[src/rtl/csel_pkg.sv]
package csel_pkg;
  localparam int RXW     = 40;   // UID bits plus BCC in a reply
  localparam int KW      = 6;    // width of a known-bit count
  localparam int FRAME_W = 72;   // longest frame: full select
  localparam int NB_W    = 7;

  localparam logic [7:0] SEL_BASE = 8'h93;
  localparam logic [7:0] NVB_ALL  = 8'h20;
  localparam logic [7:0] NVB_FULL = 8'h70;
  localparam logic [7:0] CASC_TAG = 8'h88;
  localparam int SAK_MORE = 2;
  localparam int SAK_L4   = 5;

  localparam logic [1:0] RES_FAIL  = 2'd0;
  localparam logic [1:0] RES_OK    = 2'd1;
  localparam logic [1:0] RES_NO_L4 = 2'd2;
  localparam logic [1:0] RES_PROP  = 2'd3;

  typedef enum logic [2:0] {ST_IDLE, ST_LVL, ST_BUILD, ST_TX, ST_RX} csel_st_t;
endpackage

[src/rtl/csel_crc_a.sv]
module csel_crc_a #(
  parameter int NBYTES = 7
) (
  input  logic [8*NBYTES-1:0] data,
  output logic [15:0]         crc
);
  always_comb begin
    logic [15:0] c;
    c = 16'h6363;
    for (int b = 0; b < NBYTES; b++) begin
      c = c ^ {8'h00, data[8*b +: 8]};
      for (int i = 0; i < 8; i++) begin
        c = c[0] ? ((c >> 1) ^ 16'h8408) : (c >> 1);
      end
    end
    crc = c;
  end
endmodule

[src/rtl/csel_merge.sv]
module csel_merge
  import csel_pkg::*;
(
  input  logic [RXW-1:0] acc,
  input  logic [KW-1:0]  known,
  input  logic [RXW-1:0] rx,
  input  logic           coll,
  input  logic [KW-1:0]  pos,
  output logic [RXW-1:0] merged,
  output logic [KW-1:0]  new_known
);
  logic [KW-1:0]  base;
  logic [KW-1:0]  limit;
  logic [RXW-1:0] shifted;

  always_comb begin
    base    = {known[KW-1:3], 3'b000};
    shifted = rx << base;
    limit   = coll ? KW'(base + pos) : KW'(RXW);
    for (int m = 0; m < RXW; m++) begin
      merged[m] = acc[m];
      if (KW'(m) >= known && KW'(m) < limit) merged[m] = shifted[m];
      if (coll && KW'(m) == limit) merged[m] = 1'b1;
    end
    new_known = limit + 1'b1;
  end
endmodule

[src/rtl/csel_timer.sv]
module csel_timer #(
  parameter int W = 16
) (
  input  logic         clk,
  input  logic         rst,
  input  logic         run,
  input  logic [W-1:0] limit,
  output logic         expired
);
  logic [W-1:0] cnt;

  assign expired = run && (cnt >= limit);

  always_ff @(posedge clk) begin
    if (rst || !run) cnt <= '0;
    else if (!expired) cnt <= cnt + 1'b1;
  end
endmodule

[src/rtl/csel_seq.sv]
module csel_seq
  import csel_pkg::*;
#(
  parameter int TMO_W  = 16,
  parameter int LEVELS = 3
) (
  input  logic                         clk,
  input  logic                         rst,
  input  logic                         start,
  input  logic [4:0]                   atqa_frame,
  input  logic                         use_known,
  input  logic [8*(3*LEVELS+1)-1:0]    known_uid,
  input  logic [$clog2(LEVELS):0]      known_levels,
  input  logic [TMO_W-1:0]             timeout_limit,
  output logic                         tx_valid,
  input  logic                         tx_ready,
  output logic [FRAME_W-1:0]           tx_data,
  output logic [NB_W-1:0]              tx_nbits,
  output logic [2:0]                   rx_offset,
  input  logic                         rx_valid,
  input  logic [RXW-1:0]               rx_data,
  input  logic                         rx_coll,
  input  logic [KW-1:0]                rx_coll_pos,
  output logic                         done,
  output logic [1:0]                   result,
  output logic [7:0]                   sak,
  output logic [8*(3*LEVELS+1)-1:0]    uid,
  output logic [$clog2(3*LEVELS+2)-1:0] uid_len
);
  localparam int UID_BYTES = 3*LEVELS + 1;
  localparam int LVL_W     = $clog2(LEVELS);

  csel_st_t               st;
  logic [LVL_W-1:0]       level;
  logic [KW-1:0]          known;
  logic [RXW-1:0]         acc;
  logic                   ph_sak;
  logic                   known_q;
  logic [LVL_W:0]         levels_q;
  logic [TMO_W-1:0]       tmo_q;

  logic [7:0]             sel;
  logic [7:0]             bcc;
  logic [15:0]            crc;
  logic [RXW-1:0]         merged;
  logic [KW-1:0]          new_known;
  logic [7:0]             coll_nvb;
  logic                   expired;

  assign sel      = SEL_BASE + {level, 1'b0};
  assign bcc      = acc[7:0] ^ acc[15:8] ^ acc[23:16] ^ acc[31:24];
  assign coll_nvb = {4'(4'd2 + new_known[KW-1:3]), 1'b0, new_known[2:0]};

  csel_crc_a #(.NBYTES(7)) u_crc (
    .data ({bcc, acc[31:0], NVB_FULL, sel}),
    .crc  (crc)
  );

  csel_merge u_merge (
    .acc       (acc),
    .known     (known),
    .rx        (rx_data),
    .coll      (rx_coll),
    .pos       (rx_coll_pos),
    .merged    (merged),
    .new_known (new_known)
  );

  csel_timer #(.W(TMO_W)) u_tmo (
    .clk     (clk),
    .rst     (rst),
    .run     (st == ST_RX),
    .limit   (tmo_q),
    .expired (expired)
  );

  // UID word sent at a level when the UID is supplied
  function automatic logic [31:0] known_word(input logic [LVL_W-1:0] lv);
    if ({1'b0, lv} < levels_q - 1'b1) return {known_uid[lv*24 +: 24], CASC_TAG};
    else                             return known_uid[lv*24 +: 32];
  endfunction

  always_ff @(posedge clk) begin
    if (rst) begin
      st        <= ST_IDLE;
      level     <= '0;
      known     <= '0;
      acc       <= '0;
      ph_sak    <= 1'b0;
      known_q   <= 1'b0;
      levels_q  <= '0;
      tmo_q     <= '0;
      tx_valid  <= 1'b0;
      tx_data   <= '0;
      tx_nbits  <= '0;
      rx_offset <= '0;
      done      <= 1'b0;
      result    <= RES_FAIL;
      sak       <= '0;
      uid       <= '0;
      uid_len   <= '0;
    end else begin
      done <= 1'b0;
      unique case (st)
        ST_IDLE: if (start) begin
          known_q  <= use_known;
          levels_q <= known_levels;
          tmo_q    <= timeout_limit;
          level    <= '0;
          uid      <= '0;
          uid_len  <= '0;
          if (atqa_frame == 5'd0) begin
            done   <= 1'b1;
            result <= RES_PROP;
          end else begin
            st <= ST_LVL;
          end
        end
        ST_LVL: begin
          if (known_q) begin
            acc <= {8'h00, known_word(level)};
            st  <= ST_BUILD;
          end else begin
            acc       <= '0;
            known     <= '0;
            tx_data   <= {56'b0, NVB_ALL, sel};
            tx_nbits  <= NB_W'(16);
            rx_offset <= 3'd0;
            ph_sak    <= 1'b0;
            tx_valid  <= 1'b1;
            st        <= ST_TX;
          end
        end
        ST_BUILD: begin
          tx_data   <= {crc, bcc, acc[31:0], NVB_FULL, sel};
          tx_nbits  <= NB_W'(FRAME_W);
          rx_offset <= 3'd0;
          ph_sak    <= 1'b1;
          tx_valid  <= 1'b1;
          st        <= ST_TX;
        end
        ST_TX: if (tx_ready) begin
          tx_valid <= 1'b0;
          st       <= ST_RX;
        end
        ST_RX: begin
          if (rx_valid && !ph_sak) begin
            acc <= merged;
            if (rx_coll) begin
              known     <= new_known;
              tx_data   <= {16'b0, merged, coll_nvb, sel};
              tx_nbits  <= NB_W'(16) + NB_W'(new_known);
              rx_offset <= new_known[2:0];
              tx_valid  <= 1'b1;
              st        <= ST_TX;
            end else begin
              st <= ST_BUILD;
            end
          end else if (rx_valid) begin
            sak <= rx_data[7:0];
            if (rx_data[SAK_MORE]) begin
              if (level == LVL_W'(LEVELS-1)) begin
                done    <= 1'b1;
                result  <= RES_FAIL;
                uid_len <= '0;
                st      <= ST_IDLE;
              end else begin
                uid[8*uid_len +: 24] <= acc[31:8];
                uid_len <= uid_len + 3'd3;
                level   <= level + 1'b1;
                st      <= ST_LVL;
              end
            end else begin
              uid[8*uid_len +: 32] <= acc[31:0];
              uid_len <= uid_len + 3'd4;
              done    <= 1'b1;
              result  <= rx_data[SAK_L4] ? RES_OK : RES_NO_L4;
              st      <= ST_IDLE;
            end
          end else if (expired) begin
            done    <= 1'b1;
            result  <= RES_FAIL;
            uid_len <= '0;
            st      <= ST_IDLE;
          end
        end
        default: st <= ST_IDLE;
      endcase
    end
  end

  // proprietary field ends the run at once without a frame
  a_r1_proprietary: assert property (@(posedge clk) disable iff (rst)
    (st == ST_IDLE && start && atqa_frame == 5'd0) |=> (done && result == RES_PROP && !tx_valid));

  // every frame starts with one of the level select codes
  a_r2_sel_code: assert property (@(posedge clk) disable iff (rst)
    tx_valid |-> (tx_data[7:0] == 8'h93 || tx_data[7:0] == 8'h95 || tx_data[7:0] == 8'h97));

  // full select carries NVB 0x70 and a matching BCC
  a_r3_full_bcc: assert property (@(posedge clk) disable iff (rst)
    (tx_valid && tx_nbits == NB_W'(FRAME_W)) |->
      (tx_data[15:8] == NVB_FULL &&
       tx_data[55:48] == (tx_data[23:16] ^ tx_data[31:24] ^ tx_data[39:32] ^ tx_data[47:40])));

  // short frames carry an NVB matching their bit count
  a_r4_nvb: assert property (@(posedge clk) disable iff (rst)
    (tx_valid && tx_nbits != NB_W'(FRAME_W)) |->
      (tx_data[15:12] == 4'((tx_nbits - NB_W'(16)) >> 3) + 4'd2 && tx_data[10:8] == tx_nbits[2:0]));

  // receive offset matches known bits mod 8
  a_r5_offset: assert property (@(posedge clk) disable iff (rst)
    (tx_valid && tx_nbits != NB_W'(FRAME_W)) |-> (rx_offset == tx_nbits[2:0]));

  // a failed run leaves no UID
  a_r9_fail_clears: assert property (@(posedge clk) disable iff (rst)
    (done && result == RES_FAIL) |-> (uid_len == '0));

  // UID length never passes the store size
  a_r6_len_bound: assert property (@(posedge clk) disable iff (rst)
    uid_len <= UID_BYTES);

  // offered frame holds until accepted
  a_r11_hold: assert property (@(posedge clk) disable iff (rst)
    (tx_valid && !tx_ready) |=> (tx_valid && $stable(tx_data) && $stable(tx_nbits)));

  // completion is a single-cycle pulse
  a_r7_done_pulse: assert property (@(posedge clk) disable iff (rst)
    done |=> !done);
endmodule

[config.mk]
export PLATFORM = sky130hd
export DESIGN_NAME = csel_seq
export DESIGN_NICKNAME = d
export VERILOG_FILES = /design/src/rtl/csel_pkg.sv /design/src/rtl/csel_crc_a.sv /design/src/rtl/csel_merge.sv /design/src/rtl/csel_timer.sv /design/src/rtl/csel_seq.sv
export SDC_FILE = /design/constraint.sdc
export NUM_CORES = 1
export LEC_CHECK = 0
export BUFFER_PORTS_ARGS = -buffer_cell sky130_fd_sc_hd__buf_2
export CAP_MARGIN = 15
export CELL_PAD_IN_SITES_DETAIL_PLACEMENT = 1
export CELL_PAD_IN_SITES_GLOBAL_PLACEMENT = 2
export CORE_UTILIZATION = 36
export CTS_BUF_LIST = sky130_fd_sc_hd__clkbuf_8
export CTS_CLUSTER_DIAMETER = 30
export CTS_CLUSTER_SIZE = 10
export DETAILED_ROUTE_END_ITERATION = 8
export GPL_TIMING_DRIVEN = 0
export PLACE_DENSITY_LB_ADDON = 0.1
export SLEW_MARGIN = 5
export SYNTH_ARGS = -nofsm -noshare
export SYNTH_HDL_FRONTEND = slang
export SYNTH_SLANG_ARGS = --single-unit
[constraint.sdc]
create_clock -name clk -period 9.45 [get_ports clk]
set_input_delay 0 -clock clk [delete_from_list [all_inputs] [get_ports clk]]
set_output_delay 0 -clock clk [all_outputs]
set_load 0.03 [all_outputs]
==> impl_metrics.py <==
metrics = {
    "run_status": {
        "status": "complete, no violations",
    },
    "die": {
        "die_w_um": 236,
        "die_y_um": 236,
        "start_util_pct": 36.6,
        "ios": 335,
        "die_area_um2": 55800,
        "rows": 85,
        "core_area_um2": 54000,
    },
    "power": {
        "power_switching_uw": 2390,
        "peakVddDrop_v": 0.000308,
        "leakage_uw": 0.00907,
        "powerDensity_nw_per_um2": 229,
        "internal_power_uw": 3150,
        "clkPwrFrac_pct": 27.6,
        "power_switching_share_pct": 43.1,
        "comb_power_share_pct": 49.6,
        "power_frac_seq_pct": 22.8,
    },
    "setup_path": {
        "regToRegSetupSlack_ns": 1.84,
        "path_buf_inv": 7,
        "critPathArrivalTime_ns": 8.13,
        "critPathMaxStageDelay_ns": 0.96,
        "r2r_cells": 14,
        "cp.required_ns": 9.98,
        "cp_top_family": "buffers and inverters",
        "worst_path_max_delay_cell": "buf_1",
        "r2r_start": "level[1]$_SDFFE_PP0P_",
        "setup.worst_path.class": "flop to flop",
        "crit_fanout": 12,
        "r2r_end": "acc[8]$_SDFFE_PP0P_",
        "cp_cell_sequence": "clkbuf_1, clkbuf_1, buf_1, inv_1, ha_1, buf_1, clkbuf_1, buf_1, mux2i_1, nor2_1, a21oi_1, o21ai_0, nand2_1, a311oi_1",
        "cp-start-kind": "flop",
        "endpoint_kind": "flop",
    },
    "logic_synthesis": {
        "synth_edf_count": 0,
        "muxShareOfSynthArea_pct": 13.2,
        "ys_types": 70,
        "synth-seq-cells": 257,
        "netlist_area_um2": 19800,
        "yosysWarnings": 0,
        "synth_top_family_by_area": "compound AO/OA/AOI/OAI gates",
        "synth_flop_cell": "dfxtp_1",
        "synth_xor_area_share_pct": 8.01,
        "syn_avg_cell_area_um2": 7.55,
        "synth_fa_ha_area_share_pct": 2.44,
        "synthArstFlopShare_pct": 0,
        "synthSimpleGateAreaFrac_pct": 18.7,
        "synth_cells": 2616,
        "synth_compound_area_share_pct": 25.8,
        "yosysSeqAreaShare_pct": 26.0,
    },
    "sta": {
        "final-setup-viol-count": 0,
        "hold_viol": 0,
        "slew_headroom_pct": 9.79,
        "drv_slew": 0,
        "fin_setup_tns_ns": 0,
        "post-route-period-util_pct": 80.5,
        "fin_crit_ns": 7.61,
        "worst_pin_slew_ns": 1.35,
        "clock.fmax_mhz": 131,
        "skew_ns": 0.0444,
        "rsz0062_at_grt": "no",
    },
    "placed_design": {
        "dp_hpwl_um": 85000,
        "place.port_buffers": 329,
        "place.gp.congestion": 1.02,
    },
    "global_routing": {
        "grt_pass1_vias": 24100,
        "antenna_found_initial": 5,
        "overflow": 0,
        "grt.total_usage_pct": 38.4,
        "grt_max_degree": 12,
        "grt_pass1_wl_um": 160000,
    },
    "clock_network": {
        "clock_latency_ns": 0.67,
        "htree_levels": 3,
        "root_buffer": "clkbuf_8",
        "cts_buffers": 67,
        "clock-sinks": 257,
        "cts_tree": "done",
        "ctsHoldBuffers": 43,
        "cts_resized": 0,
        "clockBufferDepth": 3,
        "clk_pin_slew_worst_paths_ns": 0.05,
        "post_cts_buffers": 0,
    },
    "cells_and_area": {
        "final_cell_mix": "buf_2, nor2_1, nand2_1, dfxtp_1, a21oi_1",
        "layout_commonest_cell": "buf_2",
        "nets": 3256,
        "nFillCells": 6867,
        "utilization_pct": 44.8,
        "areaGrowthSynthToFinish_pct": 22.5,
        "drive_gt1_share_pct": 18.3,
    },
    "job": {
        "drv_cap": 0,
    },
    "routing": {
        "firstDrtPassIters": 6,
        "viasPerCell": 6.22,
        "drc_errors": 0,
        "antenna_left": 0,
        "drt_wl_total_um": 111000,
        "drt_iter0_markers": 2253,
        "vias": 23700,
        "wl_per_cell_um": 29.0,
    },
    "min_path": {
        "min_path_type": "input port to flop",
        "hold_path_startpoint": "known_uid[79]",
        "worstHoldPathCells": 5,
        "holdPathEnd": "acc[31]$_SDFFE_PP0P_",
    },
}
-- cells by family (layout without fill, tap and decap cells) --
group / Yosys count / count (layout)
mux: 213 / 213
compound gates: 795 / 795
flops: 257 / 257
other cells: 1 / 6
xor+xnor: 163 / 163
simple gates: 857 / 857
fa+ha+maj: 38 / 38
buf+inv: 292 / 788
-- per-stage QoR --
stage          cells  total power (uW)  hold WS [ns]  setup slack (ns)  cell area (um^2)
4_1_cts         3808              5490        0.0351              1.99             24200
3_5_place_dp    3643              3950         0.256              1.96             22300
5_1_grt         3811              5780        0.0784              1.50             24200
3_3_place_gp    3643              3880         0.242              1.98             22300
2_1_floorplan   2618              3200         0.121              5.18             19800
6_report        3813              5530        0.0578              1.84             24200
-- layout make-up --
class / count / area (um^2) / area share, %
multi-input cells: 2069 / 13500 / 55.7
diodes: 3 / 7.51 / 0.0310
clock inverters: 45 / 399 / 1.65
plain buffers: 243 / 962 / 3.98
well taps: 696 / 871 / 3.60
clock buffers: 77 / 1060 / 4.38
flip-flops and latches: 257 / 5140 / 21.3
inverters: 49 / 184 / 0.760
repair buffers: 374 / 2100 / 8.67
-- power by group through the flow --
stage                     sequential, uW  clock, uW  combinational (uW)
after floorplan                     1400          0                1800
after global placement              1280          0                2610
after detailed placement            1280          0                2670
after CTS                           1260       1540                2690
after global routing                1270       1600                2910
final                               1260       1530                2750
-- flip-flops by register name, indices dropped and copies added (netlist names), 2 cells and up --
signal     count
known          6
u_tmo.cnt     16
st             3
levels_q       3
rx_offset      3
level          2
result         2
acc           40
uid           80
tx_data       63
sak            8
tmo_q         16
tx_nbits       7
uid_len        4
-- per-layer routing --
metal  global-route usage [%]  routed length [um]  vias to the layer above  part of all wire, %
li1                         -                   -                    10400                    -
met1                     51.1               47100                    11800                   43
met2                     59.7               48900                     1293                   44
met3                     8.38                9930                      289                  9.0
met4                     16.7                4750                        4                  4.3
met5                        0                  22                        -                0.020
-- worst reg2reg max path, stage by stage, from the launching register on --
cell	delay [ns]
dfxtp_1	0.61
clkbuf_1	0.77
clkbuf_1	0.83
buf_1	0.96
inv_1	0.24
ha_1	0.50
buf_1	0.68
clkbuf_1	0.67
buf_1	0.94
mux2i_1	0.17
nor2_1	0.13
a21oi_1	0.05
o21ai_0	0.50
nand2_1	0.12
a311oi_1	0.34
-- how the worst max path moves through the flow --
stage | end | from | cells past startpoint
final | acc[8]$_SDFFE_PP0P_ | level[1]$_SDFFE_PP0P_ | 14
after global routing | acc[8]$_SDFFE_PP0P_ | level[1]$_SDFFE_PP0P_ | 14
after CTS | acc[8]$_SDFFE_PP0P_ | level[1]$_SDFFE_PP0P_ | 14
after detailed placement | acc[8]$_SDFFE_PP0P_ | level[1]$_SDFFE_PP0P_ | 14
after global placement | acc[8]$_SDFFE_PP0P_ | level[1]$_SDFFE_PP0P_ | 14
after floorplan | acc[12]$_SDFFE_PP0P_ | level[1]$_SDFFE_PP0P_ | 14
-- cell usage after synthesis, types with 13 or more instances --
master,number,area (um^2)
mux2i_1,151,1510
nor2_1,330,1240
a22oi_1,45,338
nand3_1,28,140
a21oi_1,244,1220
nand2_1,290,1090
and3_1,16,100
xor2_1,27,236
nand4_1,15,93.8
xnor2_1,117,1020
mux4_2,36,811
o22ai_1,55,344
dfxtp_1,257,5140
o221a_2,16,180
mux2_2,26,293
nor3_1,95,475
a31oi_1,16,100
o221ai_1,23,201
o21ai_0,147,736
a21o_1,19,143
inv_1,48,180
a211oi_1,90,676
ha_1,37,463
nand2b_1,24,150
and2_1,14,87.6
xnor2_2,17,277
clkbuf_1,195,732
o211ai_1,34,255
buf_1,30,113
o21a_1,13,97.6
Note: power is estimated with default switching activity, not from simulation.
